### config.mk
export PLATFORM = sky130hd
export DESIGN_NAME = bus_arbiter
export DESIGN_NICKNAME = d
export VERILOG_FILES = /design/src/rtl/arb_pkg.sv /design/src/rtl/arb_prio.sv /design/src/rtl/arb_ack_timer.sv /design/src/rtl/bus_arbiter.sv
export SDC_FILE = /design/constraint.sdc
export NUM_CORES = 1
export LEC_CHECK = 0
export ABC_AREA = 1
export ABC_CLOCK_PERIOD_IN_PS = 1700
export BUFFER_PORTS_ARGS = -buffer_cell sky130_fd_sc_hd__buf_2
export CORE_UTILIZATION = 50
export CTS_CLUSTER_DIAMETER = 120
export DETAILED_ROUTE_END_ITERATION = 8
export GPL_TIMING_DRIVEN = 0
export PLACE_DENSITY = 0.84
export SLEW_MARGIN = 20
export SYNTH_ARGS = -nofsm -noshare
export SYNTH_HDL_FRONTEND = slang
export SYNTH_SLANG_ARGS = --single-unit
### constraint.sdc
create_clock -name clk -period 1.7 [get_ports clk]
set_input_delay 0.34 -clock clk [delete_from_list [all_inputs] [get_ports clk]]
set_output_delay 0.34 -clock clk [all_outputs]
set_load 0.05 [all_outputs]
### src/rtl/arb_pkg.sv
package arb_pkg;
  typedef enum logic [1:0] {
    ST_CPU  = 2'd0,  // processor owns the bus
    ST_WAIT = 2'd1,  // grant issued, awaiting acknowledge
    ST_OWN  = 2'd2,  // device owns the bus
    ST_GAP  = 2'd3   // dead cycle after a release
  } arb_state_e;
endpackage

### src/rtl/arb_prio.sv
module arb_prio #(
  parameter int N = 4
) (
  input  logic [N-1:0] vec,
  output logic [N-1:0] hit
);
  // one-hot of the lowest set bit
  for (genvar i = 0; i < N; i++) begin : g_bit
    if (i == 0) begin : g_first
      assign hit[i] = vec[0];
    end else begin : g_rest
      assign hit[i] = vec[i] & ~(|vec[i-1:0]);
    end
  end
endmodule

### src/rtl/arb_ack_timer.sv
module arb_ack_timer #(
  parameter int TIMEOUT = 8
) (
  input  logic clk,
  input  logic rst,
  input  logic run,
  output logic expired
);
  localparam int CW = $clog2(TIMEOUT + 1);
  logic [CW-1:0] cnt_q;

  always_ff @(posedge clk) begin
    if (rst || !run) cnt_q <= '0;
    else             cnt_q <= cnt_q + 1'b1;
  end

  assign expired = run && (cnt_q == CW'(TIMEOUT - 1));
endmodule

### src/rtl/bus_arbiter.sv
module bus_arbiter
  import arb_pkg::*;
#(
  parameter int               N_REQ       = 4,
  parameter int               ACK_TIMEOUT = 8,
  parameter logic [N_REQ-1:0] ACK_MASK    = '0
) (
  input  logic             clk,
  input  logic             rst,
  input  logic             cpu_active,
  input  logic             cpu_done,
  input  logic [N_REQ-1:0] req,
  input  logic [N_REQ-1:0] ack,
  output logic [N_REQ-1:0] gnt,
  output logic             cpu_oe
);
  arb_state_e       state_q, state_d;
  logic [N_REQ-1:0] gnt_q, gnt_d;
  logic [N_REQ-1:0] skip_q, skip_d;
  logic             oe_q, oe_d;
  logic [N_REQ-1:0] eligible, pick;
  logic             boundary, owner_req, owner_ack, expired;

  assign eligible  = req & ~skip_q;
  assign boundary  = cpu_done | ~cpu_active;
  assign owner_req = |(req & gnt_q);
  assign owner_ack = |(ack & gnt_q);

  arb_prio #(.N(N_REQ)) u_prio (
    .vec (eligible),
    .hit (pick)
  );

  arb_ack_timer #(.TIMEOUT(ACK_TIMEOUT)) u_timer (
    .clk     (clk),
    .rst     (rst),
    .run     (state_q == ST_WAIT),
    .expired (expired)
  );

  always_comb begin
    state_d = state_q;
    gnt_d   = gnt_q;
    oe_d    = oe_q;
    skip_d  = skip_q & req;  // forget a timeout once its request drops
    unique case (state_q)
      ST_CPU: begin
        if (|eligible && boundary) begin
          gnt_d   = pick;
          oe_d    = 1'b0;
          state_d = (|(pick & ACK_MASK)) ? ST_WAIT : ST_OWN;
        end
      end
      ST_WAIT: begin
        if (!owner_req) begin
          gnt_d   = '0;
          state_d = ST_GAP;
        end else if (owner_ack) begin
          state_d = ST_OWN;
        end else if (expired) begin
          gnt_d   = '0;
          skip_d  = skip_d | gnt_q;
          state_d = ST_GAP;
        end
      end
      ST_OWN: begin
        if (!owner_req) begin
          gnt_d   = '0;
          state_d = ST_GAP;
        end
      end
      ST_GAP: begin
        if (|eligible) begin
          gnt_d   = pick;
          state_d = (|(pick & ACK_MASK)) ? ST_WAIT : ST_OWN;
        end else begin
          oe_d    = 1'b1;
          state_d = ST_CPU;
        end
      end
      default: state_d = ST_CPU;
    endcase
  end

  always_ff @(posedge clk) begin
    if (rst) begin
      state_q <= ST_CPU;
      gnt_q   <= '0;
      oe_q    <= 1'b1;
      skip_q  <= '0;
    end else begin
      state_q <= state_d;
      gnt_q   <= gnt_d;
      oe_q    <= oe_d;
      skip_q  <= skip_d;
    end
  end

  assign gnt    = gnt_q;
  assign cpu_oe = oe_q;

  a_r5_one_grant: assert property (@(posedge clk) disable iff (rst)
    $onehot0(gnt));

  a_r5_oe_exclusive: assert property (@(posedge clk) disable iff (rst)
    !(cpu_oe && |gnt));

  a_r2_hold_during_xfer: assert property (@(posedge clk) disable iff (rst)
    (cpu_oe && cpu_active && !cpu_done) |=> cpu_oe);

  a_r9_release_next: assert property (@(posedge clk) disable iff (rst)
    (|gnt && !(|(req & gnt))) |=> (gnt == '0));

  a_r10_no_direct_switch: assert property (@(posedge clk) disable iff (rst)
    (|gnt) |=> (gnt == $past(gnt) || gnt == '0));

  a_r10_oe_after_gap: assert property (@(posedge clk) disable iff (rst)
    $rose(cpu_oe) |-> ($past(gnt) == '0));
endmodule

-- Word level (Yosys, flattened, before mapping)
Cells that the tools add are included.
- register bits after elaboration: 15
- input port bits: 12
- output and inout bits: 5
- logic and storage cells: 66
- add/sub/neg operators: 1
- eq/ne operators: 11
- mux-type cells: 21
- bitwise gates (word level): 14
- reduce and logical (&&, ||, !) cells: 14
- operators by type and width (kind ; number):
    $mux W4 ; 10
    $and A4 B4 Y4 ; 4
    $pmux W4 S4 ; 1
    $mux W2 ; 6
    $reduce_or A4 Y1 ; 3
    $ne A2 B2 Y1 const B ; 4
    $pmux W2 S4 ; 1
    $ne A3 B3 Y1 const B ; 2
    $reduce_and A3 Y1 ; 2
    $reduce_and A5 Y1 ; 1
    $add A4 B1 Y4 const B ; 1
    $eq A2 B2 Y1 const B ; 2
    $eq A4 B3 Y1 const B ; 1
    $ne A4 B4 Y1 const B ; 1
    $not A1 Y1 ; 4
    $not A4 Y4 ; 1
    $or A4 B4 Y4 ; 1
    $and A1 B1 Y1 ; 3
    $reduce_or A3 Y1 ; 1
    $eq A2 B1 Y1 const B ; 1
    $logic_and A1 B1 Y1 ; 2
    $logic_not A2 Y1 ; 1
    $mux W1 ; 2
    $pmux W1 S2 ; 1
    other kinds (5) ; 5

-- Depth between registers and ports, before layout
Gate-level depths: netlist of the first run.
- depth in word-level cells: 7
- mapped depth: 10
- mapped depth without buffers: 10

-- Hierarchy
Synthesis of the first run repeated with hierarchy kept, for this count alone.
- cell total of the unflattened synthesis: 157
- area total of the unflattened synthesis: 1066.0 µm²
- modules (own cells, without submodules) (module ; times used ; cells each ; area an instance (µm²) ; sequential area each (µm²)):
    bus_arbiter ; 1 ; 126 ; 864.6 ; 220.2
    arb_ack_timer ; 1 ; 22 ; 163.9 ; 80.1
    arb_prio ; 1 ; 9 ; 37.5 ; 0.0

-- Least setup slack after synthesis of the first run
No wires, ideal clock.
- path kind: register to register
- from: reg gnt_q[3], in the netlist gnt[3]
- to: reg gnt_q[0], in the netlist gnt[0]
- library setup time: 115 ps
- data arrival time: 1346 ps
- required time: 1585 ps
- slack: 239 ps
- stages on the path, launching flop included: 10
- buffers on the path: 0
- period minus slack after synthesis: 1461 ps
- path through: dfxtp_1 > nand2_1 > nand2_2 > nor2_4 > nand2_2 > nand3_2 > nand2_4 > nor2_8 > nor2_1 > nor2_2
- word-level cells in the longest chain between the ends: 4
- elaborated cells on any way between the ends: 10
- those cells by class: 3 x eq/ne; 2 x mux; 2 x bitwise; 3 x reduce/logical
- ends and longest elaborated chain (what ; RTL line ; source):
    start: declaration ; bus_arbiter.sv:18 ; logic [N_REQ-1:0] gnt_q, gnt_d;
    start signal: assignment ; bus_arbiter.sv:93 ; gnt_q <= gnt_d;
    $and A4 B4 Y4, on equally long branches ; bus_arbiter.sv:26, bus_arbiter.sv:27 ;
    $reduce_or A4 Y1, on equally long branches ; bus_arbiter.sv:26, bus_arbiter.sv:27 ;
    $ne A3 B3 Y1 (no source line), or another cell as far along ; - ;
    $reduce_and A5 Y1 (no source line) / $pmux W4 S4 (equally long branches) ; - ;
Several ways; a longest one is shown, not always the timed one.
A chain may end at the register's enable or synchronous reset.

-- Worst setup path after layout of the first run
- from: reg state_q[1]
- to: reg state_q[0]
- word-level cells in the longest chain between the ends: 4
- elaborated cells on any way between the ends: 10
- those cells by class: 6 x eq/ne; 1 x mux; 3 x reduce/logical
- ends and longest elaborated chain (what ; RTL line ; source):
    start: declaration ; bus_arbiter.sv:17 ; arb_state_e state_q, state_d;
    start signal: assignment ; bus_arbiter.sv:92 ; state_q <= state_d;
    $eq A2 B1 Y1 ; bus_arbiter.sv:37, bus_arbiter.sv:46 ;
    $logic_and A1 B1 Y1 ; arb_ack_timer.sv:17 ; assign expired = run && (cnt_q == CW'(TIMEOUT - 1));
    $ne A4 B4 Y1 (no source line) ; - ;
    $reduce_and A3 Y1 (no source line) ; - ;
Several ways; a longest one is shown, not always the timed one.

==> impl_metrics.tcl, run 1 <==
set metrics [dict create \
    yosys.area_share.adder_pct 7.89 \
    cp-start-kind "flip-flop" \
    yosys.area.top_type "dfxtp_1" \
    cts_hold_buf 0 \
    start_util_pct 54.5 \
    ios 17 \
    yosysTopAreaCellShare_pct 31.6 \
    setup_viol 0 \
    synth_enable_flop_cells 0 \
    path_class "flip-flop to flip-flop" \
    numCtsBuffers 3 \
    yosysMostFrequentCell "nand2_1" \
    hold_path.class "input pin to flip-flop" \
    critPathRequiredTime_ns 1.89 \
    clk_latency_ns 0.29 \
    track_usage_pct 21.0 \
    min_path_cells 2 \
    drv_slew 0 \
    synth_top_family_by_area "simple AND/OR/NAND/NOR gates" \
    cts_tree "built" \
    synth_compound_area_share_pct 5.39 \
    path_clk_slew_ns 0.09 \
    end_kind "flip-flop" \
    drt_wl_total_mm 1.86 \
    max_stage_delay_ns 0.35 \
    wl_per_cell_um 10.3 \
    grt_setup_unrepaired "false" \
    postCtsSetupBuffers 0 \
    leakage_uw 0.000517 \
    yosys_warnings 0 \
    grt_start_max_net_pins 10 \
    syn_area_sq_um 951 \
    ys_types 21 \
    p_int_uw 807 \
    grt_pass1_wl_mm 3.04 \
    seq_area_frac_synth_pct 31.6 \
    first_pass_iters 4 \
    synthCells 135 \
    synthArstFlopShare_pct 0 \
    final_cell_area_sq_um 1090 \
    ys_top_cells_by_area "dfxtp_1 (32%), nand2_1 (17%), ha_1 (7.9%), nor2_1 (5.9%), nand2_2 (5.3%)" \
    crit_start "state_q[1]" \
    antenna_left 0 \
    muxShareOfSynthArea_pct 0 \
    vias 883 \
    crit_chain "inv_1 -> ha_1 -> inv_1 -> nor2_1 -> nand3_1 -> nand4_1 -> nand2_1 -> nand2_1 -> nor2_1" \
    grt_pass1_vias 780 \
    postPlaceCellArea_sq_um 1060 \
    combPwrFrac_pct 56.2 \
    synth-simple-area-share_pct 50.0 \
    max-vdd-ir-drop_mv 0.699 \
    p_clk_share_pct 13.0 \
    clock_path_buffers 2 \
    root_buffer "clkbuf_4" \
    drc_errors 0 \
    rr_startpoint "state_q[1]" \
    die_w_um 45.6 \
    io_buffers 16 \
    p_sw_share_pct 50.0 \
    setup_tns_ns 0 \
    switching_power_uw 808 \
    syn_nets 153 \
    worst_r2r_endpoint "state_q[0]" \
    antenna_found_initial 0 \
    avgSynthCellArea_sq_um 7.04 \
    p_seq_share_pct 30.8 \
    grt_remaining_overflow 0 \
    critPathSlowestCell "dfxtp_1" \
    fmax_mhz 683 \
    crit_end "state_q[0]" \
    yosys.area_share.xor_xnor_pct 0 \
    dieArea_sq_um 2080 \
    synth-main-ff-cell "dfxtp_1" \
    finClkSkew_ns 0.00217 \
    htree_levels 1 \
    rows 15 \
    worstMarginPinSlew_ns 0.283 \
    coreArea_sq_um 1750 \
    powerDensity_nw_per_um2 1480 \
    synth.top_cells.by_count "nand2_1 (42), dfxtp_1 (15), nor2_1 (15)" \
    final_layout_size_suffix_gt1_share_pct 29.7 \
    nNetsFinal 174 \
    maxCapViolations 0 \
    timing.final.crit_share_pct 86.1 \
    reg2reg_slack_ns 0.24 \
    viasPerCell 4.91 \
    hold_viol_final 0 \
    chipHeight_um 45.6 \
    fin_crit_ns 1.46 \
    arrival_ns 1.66 \
    diodes 0 \
    status "finished clean" \
    routabilityCongestion 0.821 \
    worst-r2r-cell-count 9 \
    critical_path.max_fanout 5 \
    nFillCells 172 \
    ys_ff_latch 15 \
    max-slew-margin-rel_pct 81.1 \
    post-dp-hpwl_mm 1.50 \
    syn2layout_area_growth_pct 14.6 \
    drtIter0Drc 28 \
    cts_sinks 15 \
    postCtsResizedCells 0 \
]
## layout make-up
class	instances	area, sq um	share of cell area, %
timing repair buffer	16	80.1	7.35
inverter	13	48.8	4.48
sequential	15	300	27.6
multi-input combinational	107	602	55.2
clock inverter	1	5.00	0.459
tap	25	31.3	2.87
clock buffer	3	22.5	2.07
## cell usage in the layout, fill, tap and decap left out, types with 3 or more instances in the layout
cell	synthesis	layout
buf_2	0	16
nand2_4	4	4
nor2_1	15	15
nand2_2	8	8
ha_1	6	6
nand3_1	5	5
inv_1	11	11
dfxtp_1	15	15
nand4_1	5	5
nor2_2	5	5
clkbuf_4	0	3
nand2_1	42	42
a21oi_1	5	5
## worst max-delay path: cells and delay by family (launching register included)
| family | cells | cell delay, ns |
|---|---|---|
| fa+ha+maj | 1 | 0.27 |
| buf+inv | 2 | 0.20 |
| flops | 1 | 0.35 |
| simple gates | 6 | 0.53 |
## kinds of logic (layout without fill, tap and decap cells)
family,count (synthesis),after routing
AND/OR/NAND/NOR,92,92
flip-flops,15,15
buffers and inverters,13,33
AO/OA/AOI/OAI,9,9
adder cells (fa/ha/maj),6,6
## worst min-delay path by stage
stage / slack (ns) / endpoint / from
5_1_grt: 0.26 / skip_q[3] / rst
6_report: 0.26 / skip_q[0] / rst
3_5_place_dp: 0.45 / u_timer.cnt_q[0] / u_timer.cnt_q[0]
4_1_cts: 0.25 / skip_q[0] / rst
2_1_floorplan: 0.41 / skip_q[0] / rst
3_3_place_gp: 0.43 / u_timer.cnt_q[0] / u_timer.cnt_q[0]
## state kept, by name, indices dropped and copies added (netlist names)
register and count:
gnt 4, skip_q 4, u_timer.cnt_q 4, state_q 2, cpu_oe 1
## power by group through the flow
stage | Sequential, uW | Combinational (uW) | Clock (uW)
after floorplan | 656 | 579 | 0
after global placement | 501 | 878 | 0
after detailed placement | 506 | 908 | 0
after CTS | 498 | 910 | 221
after global routing | 510 | 1000 | 236
final | 498 | 907 | 210
## metrics by stage
step / util [%] / setup WS [ns] / std cells / power [uW] / hold WS [ns]
2_1_floorplan: - / 0.239 / 135 / 1230 / 0.409
3_3_place_gp: 60.9 / 0.343 / 176 / 1380 / 0.430
3_5_place_dp: 60.9 / 0.263 / 176 / 1410 / 0.447
4_1_cts: 62.4 / 0.247 / 180 / 1630 / 0.251
5_1_grt: 62.4 / 0.110 / 180 / 1750 / 0.260
6_report: 62.4 / 0.236 / 180 / 1620 / 0.260
## per-layer routing
layer / wire length, um / GRT usage, % / vias up / part of all wire, %
met3: 146 / 6.35 / 4 / 7.9
met5: 0 / 0 / - / 0
li1: - / - / 467 / -
met1: 782 / 23.5 / 386 / 42
met4: 29 / 11.5 / 0 / 1.6
met2: 899 / 35.1 / 26 / 48
(Power assumes the default switching activity.)
==> run 2: changes to the inputs <==
--- a/config.mk
+++ b/config.mk
@@ -6,7 +6,7 @@
 export NUM_CORES = 1
 export LEC_CHECK = 0
 export ABC_AREA = 1
-export ABC_CLOCK_PERIOD_IN_PS = 1700
+export ABC_CLOCK_PERIOD_IN_PS = 1400
 export BUFFER_PORTS_ARGS = -buffer_cell sky130_fd_sc_hd__buf_2
 export CORE_UTILIZATION = 50
 export CTS_CLUSTER_DIAMETER = 120
==> constraint.sdc (replaced) <==
create_clock -name clk -period 1.4 [get_ports clk]
set_input_delay 0.28 -clock clk [delete_from_list [all_inputs] [get_ports clk]]
set_output_delay 0.28 -clock clk [all_outputs]
set_load 0.05 [all_outputs]
==> impl_metrics.tcl, run 2 (synthesis gave the netlist of run 1 again) <==
set metrics [dict create \
    rows 15 \
    dieArea_sq_um 2080 \
    maxCapViolations 0 \
    final_cell_mix "nand2_1 (39), buf_2 (16), nor2_1 (15)" \
    io_buffers 16 \
    p_sw_share_pct 49.6 \
    hold_path.class "input pin to flip-flop" \
    post-dp-hpwl_mm 1.43 \
    first_pass_iters 4 \
    max-slew-margin-rel_pct 79.3 \
    leakage_uw 0.000532 \
    ios 17 \
    status "finished clean" \
    syn2layout_area_growth_pct 20.8 \
    top_layer "met4" \
    hold_viol_final 0 \
    p_clk_share_pct 12.4 \
    combPwrFrac_pct 56.8 \
    finClkSkew_ns 0.00172 \
    fmax_mhz 723 \
    max-vdd-ir-drop_mv 0.864 \
    vias 913 \
    total_power_uw 2080 \
    nFillCells 159 \
    clk_latency_ns 0.29 \
    clock_path_buffers 2 \
    drv_slew 0 \
    p_seq_share_pct 30.8 \
    htree_levels 1 \
    p_int_uw 1050 \
    chipHeight_um 45.6 \
    antenna_found_initial 0 \
    grt_start_max_net_pins 9 \
    cts_sinks 15 \
    end_kind "flip-flop" \
    cts_tree "built" \
    pre_cts_ws_ns -0.00233 \
    crit_chain "inv_2 -> ha_1 -> nand2_2 -> nand2_4 -> nor2_8 -> nand2_2 -> nand2_1 -> nor2_2" \
    wl_met3_um 81 \
    start_util_pct 54.5 \
    worstMarginPinSlew_ns 0.310 \
    met1Wirelength_um 909 \
    nNetsFinal 175 \
    met2_length_mm 1.06 \
    critical_path.max_fanout 8 \
    antenna_left 0 \
    setup_viol 0 \
    critPathSlowestCell "dfxtp_4" \
    numCtsBuffers 3 \
    drtIter0Drc 33 \
    grt_remaining_overflow 0 \
    timing.final.crit_share_pct 98.7 \
    diodes 0 \
    cts_hold_buf 0 \
    switching_power_uw 1030 \
    fin_crit_ns 1.38 \
    path_clk_slew_ns 0.09 \
    multi_input_area_sq_um 642 \
    final_common_cell "nand2_1" \
    track_usage_pct 20.7 \
    path_common_cell "nand2_2" \
    grt_pass1_vias 762 \
    seq_area_sq_um 313 \
    grt_setup_unrepaired "true" \
    critPathRequiredTime_ns 1.59 \
    powerDensity_nw_per_um2 1810 \
    drt_wl_total_mm 2.08 \
    final_layout_size_suffix_gt1_share_pct 39.7 \
    arrival_ns 1.58 \
    path_class "flip-flop to flip-flop" \
    routabilityCongestion 0.808 \
    root_buffer "clkbuf_4" \
    coreArea_sq_um 1750 \
    drc_errors 0 \
    max_stage_delay_ns 0.39 \
    die_w_um 45.6 \
    wl_per_cell_um 11.5 \
    setup_ws_ns 0.0177 \
    cp-start-kind "flip-flop" \
    grt_pass1_wl_mm 3.02 \
    viasPerCell 5.04 \
]
-- run 2: cell count changes in the layout (fill, tap and decap cells not counted), sizes merged --
cell    previous run  this run
buf               16        17
clkbuf             3         4
clkinv             1         0
-- run 2: layout make-up --
cell class / instances / area share (%)
clock buffers: 4 / 2.29
inverters: 13 / 4.25
multi-input cells: 107 / 55.9
flip-flops and latches: 15 / 27.2
well taps: 25 / 2.72
repair buffers: 17 / 7.63
-- run 2: path summary, 6_finish.rpt --
path,from,end,slack (ns),cells after the start
max,state_q[0],gnt[2],0.02,8
min,rst,skip_q[3],0.19,2
max reg2reg,state_q[0],gnt[2],0.02,8
min reg2reg,u_timer.cnt_q[0],u_timer.cnt_q[0],0.45,1
-- run 2: stage by stage --
| step | TNS, ns | util, % | hold WS [ns] | cell area, sq um | cells |
|---|---|---|---|---|---|
| after floorplan | 0 | - | 0.349 | 956 | 135 |
| after global placement | 0 | 61.1 | 0.430 | 1070 | 176 |
| after detailed placement | -0.00233 | 61.1 | 0.440 | 1070 | 176 |
| after CTS | 0 | 62.8 | 0.192 | 1100 | 180 |
| after global routing | -0.448 | 65.8 | 0.209 | 1150 | 181 |
| final | 0 | 65.8 | 0.193 | 1150 | 181 |
-- run 2: critical path, delay by kind of cell, from the launching register on --
family / cells / cell delay, ns
adder cells (fa/ha/maj): 1 / 0.24
buffers and inverters: 1 / 0.07
flip-flops: 1 / 0.39
AND/OR/NAND/NOR: 6 / 0.59
-- run 2: metal layers --
metal / vias up / track usage, %
li1: 472 / -
met1: 413 / 24.5
met2: 24 / 35.1
met3: 4 / 4.76
met4: 0 / 9.09
met5: - / 0
-- run 2: power groups by stage --
stage	clock network (uW)	registers, uW	logic [uW]
after floorplan	0	808	703
after global placement	0	621	1070
after detailed placement	0	626	1100
after CTS	267	616	1100
after global routing	285	659	1310
final	257	642	1180
-- run 2: repair_timing --
action | 4_1_cts | 5_1_grt
gates resized for setup | 1 | 15
setup endpoints to repair | 2 | 6
setup buffers | 0 | 1
endpoints found under the hold margin | 0 | 0
pin swaps | 0 | 5
==> run 3: changes to the inputs <==
--- a/config.mk
+++ b/config.mk
@@ -6,8 +6,9 @@
 export NUM_CORES = 1
 export LEC_CHECK = 0
 export ABC_AREA = 1
-export ABC_CLOCK_PERIOD_IN_PS = 1400
+export ABC_CLOCK_PERIOD_IN_PS = 1500
 export BUFFER_PORTS_ARGS = -buffer_cell sky130_fd_sc_hd__buf_2
+export CORE_MARGIN = 3
 export CORE_UTILIZATION = 50
 export CTS_CLUSTER_DIAMETER = 120
 export DETAILED_ROUTE_END_ITERATION = 8
==> constraint.sdc (replaced) <==
create_clock -name clk -period 1.5 [get_ports clk]
set_input_delay 0.3 -clock clk [delete_from_list [all_inputs] [get_ports clk]]
set_output_delay 0.3 -clock clk [all_outputs]
set_load 0.05 [all_outputs]
==> impl_metrics.tcl, run 3 (synthesis gave the netlist of run 1 again) <==
set metrics [dict create \
    status "finished clean" \
    root_buffer "clkbuf_4" \
    clk_latency_ns 0.29 \
    powerDensity_nw_per_um2 1700 \
    fin_crit_ns 1.41 \
    vias 879 \
    nNetsFinal 174 \
    post-dp-hpwl_mm 1.49 \
    grt_start_max_net_pins 10 \
    fmax_mhz 707 \
    drv_slew 0 \
    first_pass_iters 4 \
    final_common_cell "nand2_1" \
    numCtsBuffers 3 \
    max-slew-margin-rel_pct 80.7 \
    start_util_pct 53.9 \
    diodes 0 \
    chipHeight_um 49.6 \
    arrival_ns 1.61 \
    clock_path_buffers 2 \
    htree_levels 1 \
    grt_pass1_vias 805 \
    worstMarginPinSlew_ns 0.289 \
    path_class "flip-flop to flip-flop" \
    track_usage_pct 16.6 \
    drt_wl_total_mm 1.93 \
    postCtsSetupBuffers 0 \
    path_clk_slew_ns 0.09 \
    setup_viol 0 \
    routabilityCongestion 0.803 \
    critPathRequiredTime_ns 1.69 \
    drtIter0Drc 24 \
    maxCapViolations 0 \
    syn2layout_area_growth_pct 17.1 \
    wl_per_cell_um 10.7 \
    coreArea_sq_um 1760 \
    dieArea_sq_um 2460 \
    finClkSkew_ns 0.00148 \
    viasPerCell 4.88 \
    reg2reg_slack_ns 0.09 \
    leakage_uw 0.000522 \
    final_layout_size_suffix_gt1_share_pct 32.9 \
    grt_remaining_overflow 0 \
    final_cell_mix "nand2_1 (42), buf_2 (16), nor2_1 (15)" \
    grt_pass1_wl_mm 3.18 \
    io_buffers 16 \
    end_kind "flip-flop" \
    hold_path.class "input pin to flip-flop" \
    drc_errors 0 \
    cts_sinks 15 \
    fin_cells 180 \
    critical_path.max_fanout 5 \
    cts_tree "built" \
    timing.final.crit_share_pct 94.3 \
    die_w_um 49.6 \
    hold_viol_final 0 \
    ios 17 \
    fin_util_pct 63.1 \
    max-vdd-ir-drop_mv 0.881 \
    cp-start-kind "flip-flop" \
    antenna_left 0 \
    antenna_found_initial 0 \
    rows 15 \
    dp.cells 176 \
]
run 3: cell count changes in the layout (fill, tap and decap cells not counted):
| cell | delta |
|---|---|
| buf_4 | -1 |
| inv_1 | +2 |
| dfxtp_2 | -4 |
| clkinv_2 | +1 |
| dfxtp_4 | -1 |
| ha_1 | +1 |
| nand2_2 | -3 |
| nand2_1 | +3 |
| ha_4 | -1 |
| clkbuf_1 | -1 |
| dfxtp_1 | +5 |
| inv_2 | -2 |
run 3: area by class of cell:
cell class,count,area (sq um)
inverter,13,48.8
timing repair buffer,16,80.1
clock inverter,1,5.00
fill,176,651
clock buffer,3,22.5
tap,25,31.3
multi-input combinational,107,622
sequential,15,304
run 3: where the power goes:
part | internal (uW) | total, uW | switching [uW]
clock network | 99.3 | 240 | 141
logic | 360 | 1070 | 714
registers | 488 | 577 | 88.6
total | 948 | 1890 | 943
run 3: path summary, 6_finish.rpt:
kind | startpoint | to | cells after the start
setup / recovery | state_q[1] | state_q[0] | 9
hold / removal | rst | skip_q[0] | 2
setup reg to reg | state_q[1] | state_q[0] | 9
hold reg to reg | u_timer.cnt_q[0] | u_timer.cnt_q[0] | 1
run 3: per-layer routing:
layer	track usage, %	vias up	routed length, um
met3	3.02	4	86
met5	0	-	0
met2	28.4	25	972
met4	9.68	0	36
met1	19.1	381	832
li1	-	469	-
run 3: what timing repair did:
action	4_1_cts	5_1_grt
hold buffers	0	0
gates resized for setup	0	7
setup endpoints to repair	0	6
run 3: worst max-delay path, stage by stage (launching register included):
cell and delay (ns):
dfxtp_2 0.35, inv_1 0.16, ha_4 0.19, inv_1 0.05, nor2_1 0.12, nand3_1 0.14, nand4_1 0.15, nand2_1 0.07
nand2_1 0.06, nor2_1 0.04
run 3: metrics by stage:
| step | hold slack (ns) | TNS, ns | instance area [sq um] | setup WS, ns | power [uW] |
|---|---|---|---|---|---|
| floorplan | 0.369 | 0 | 951 | 0.0393 | 1400 |
| CTS | 0.220 | 0 | 1090 | 0.0684 | 1840 |
| detailed placement | 0.444 | 0 | 1060 | 0.0866 | 1600 |
| global placement | 0.434 | 0 | 1060 | 0.145 | 1560 |
| finish | 0.227 | 0 | 1110 | 0.0861 | 1890 |
| global route | 0.211 | -0.0266 | 1110 | -0.0138 | 2050 |
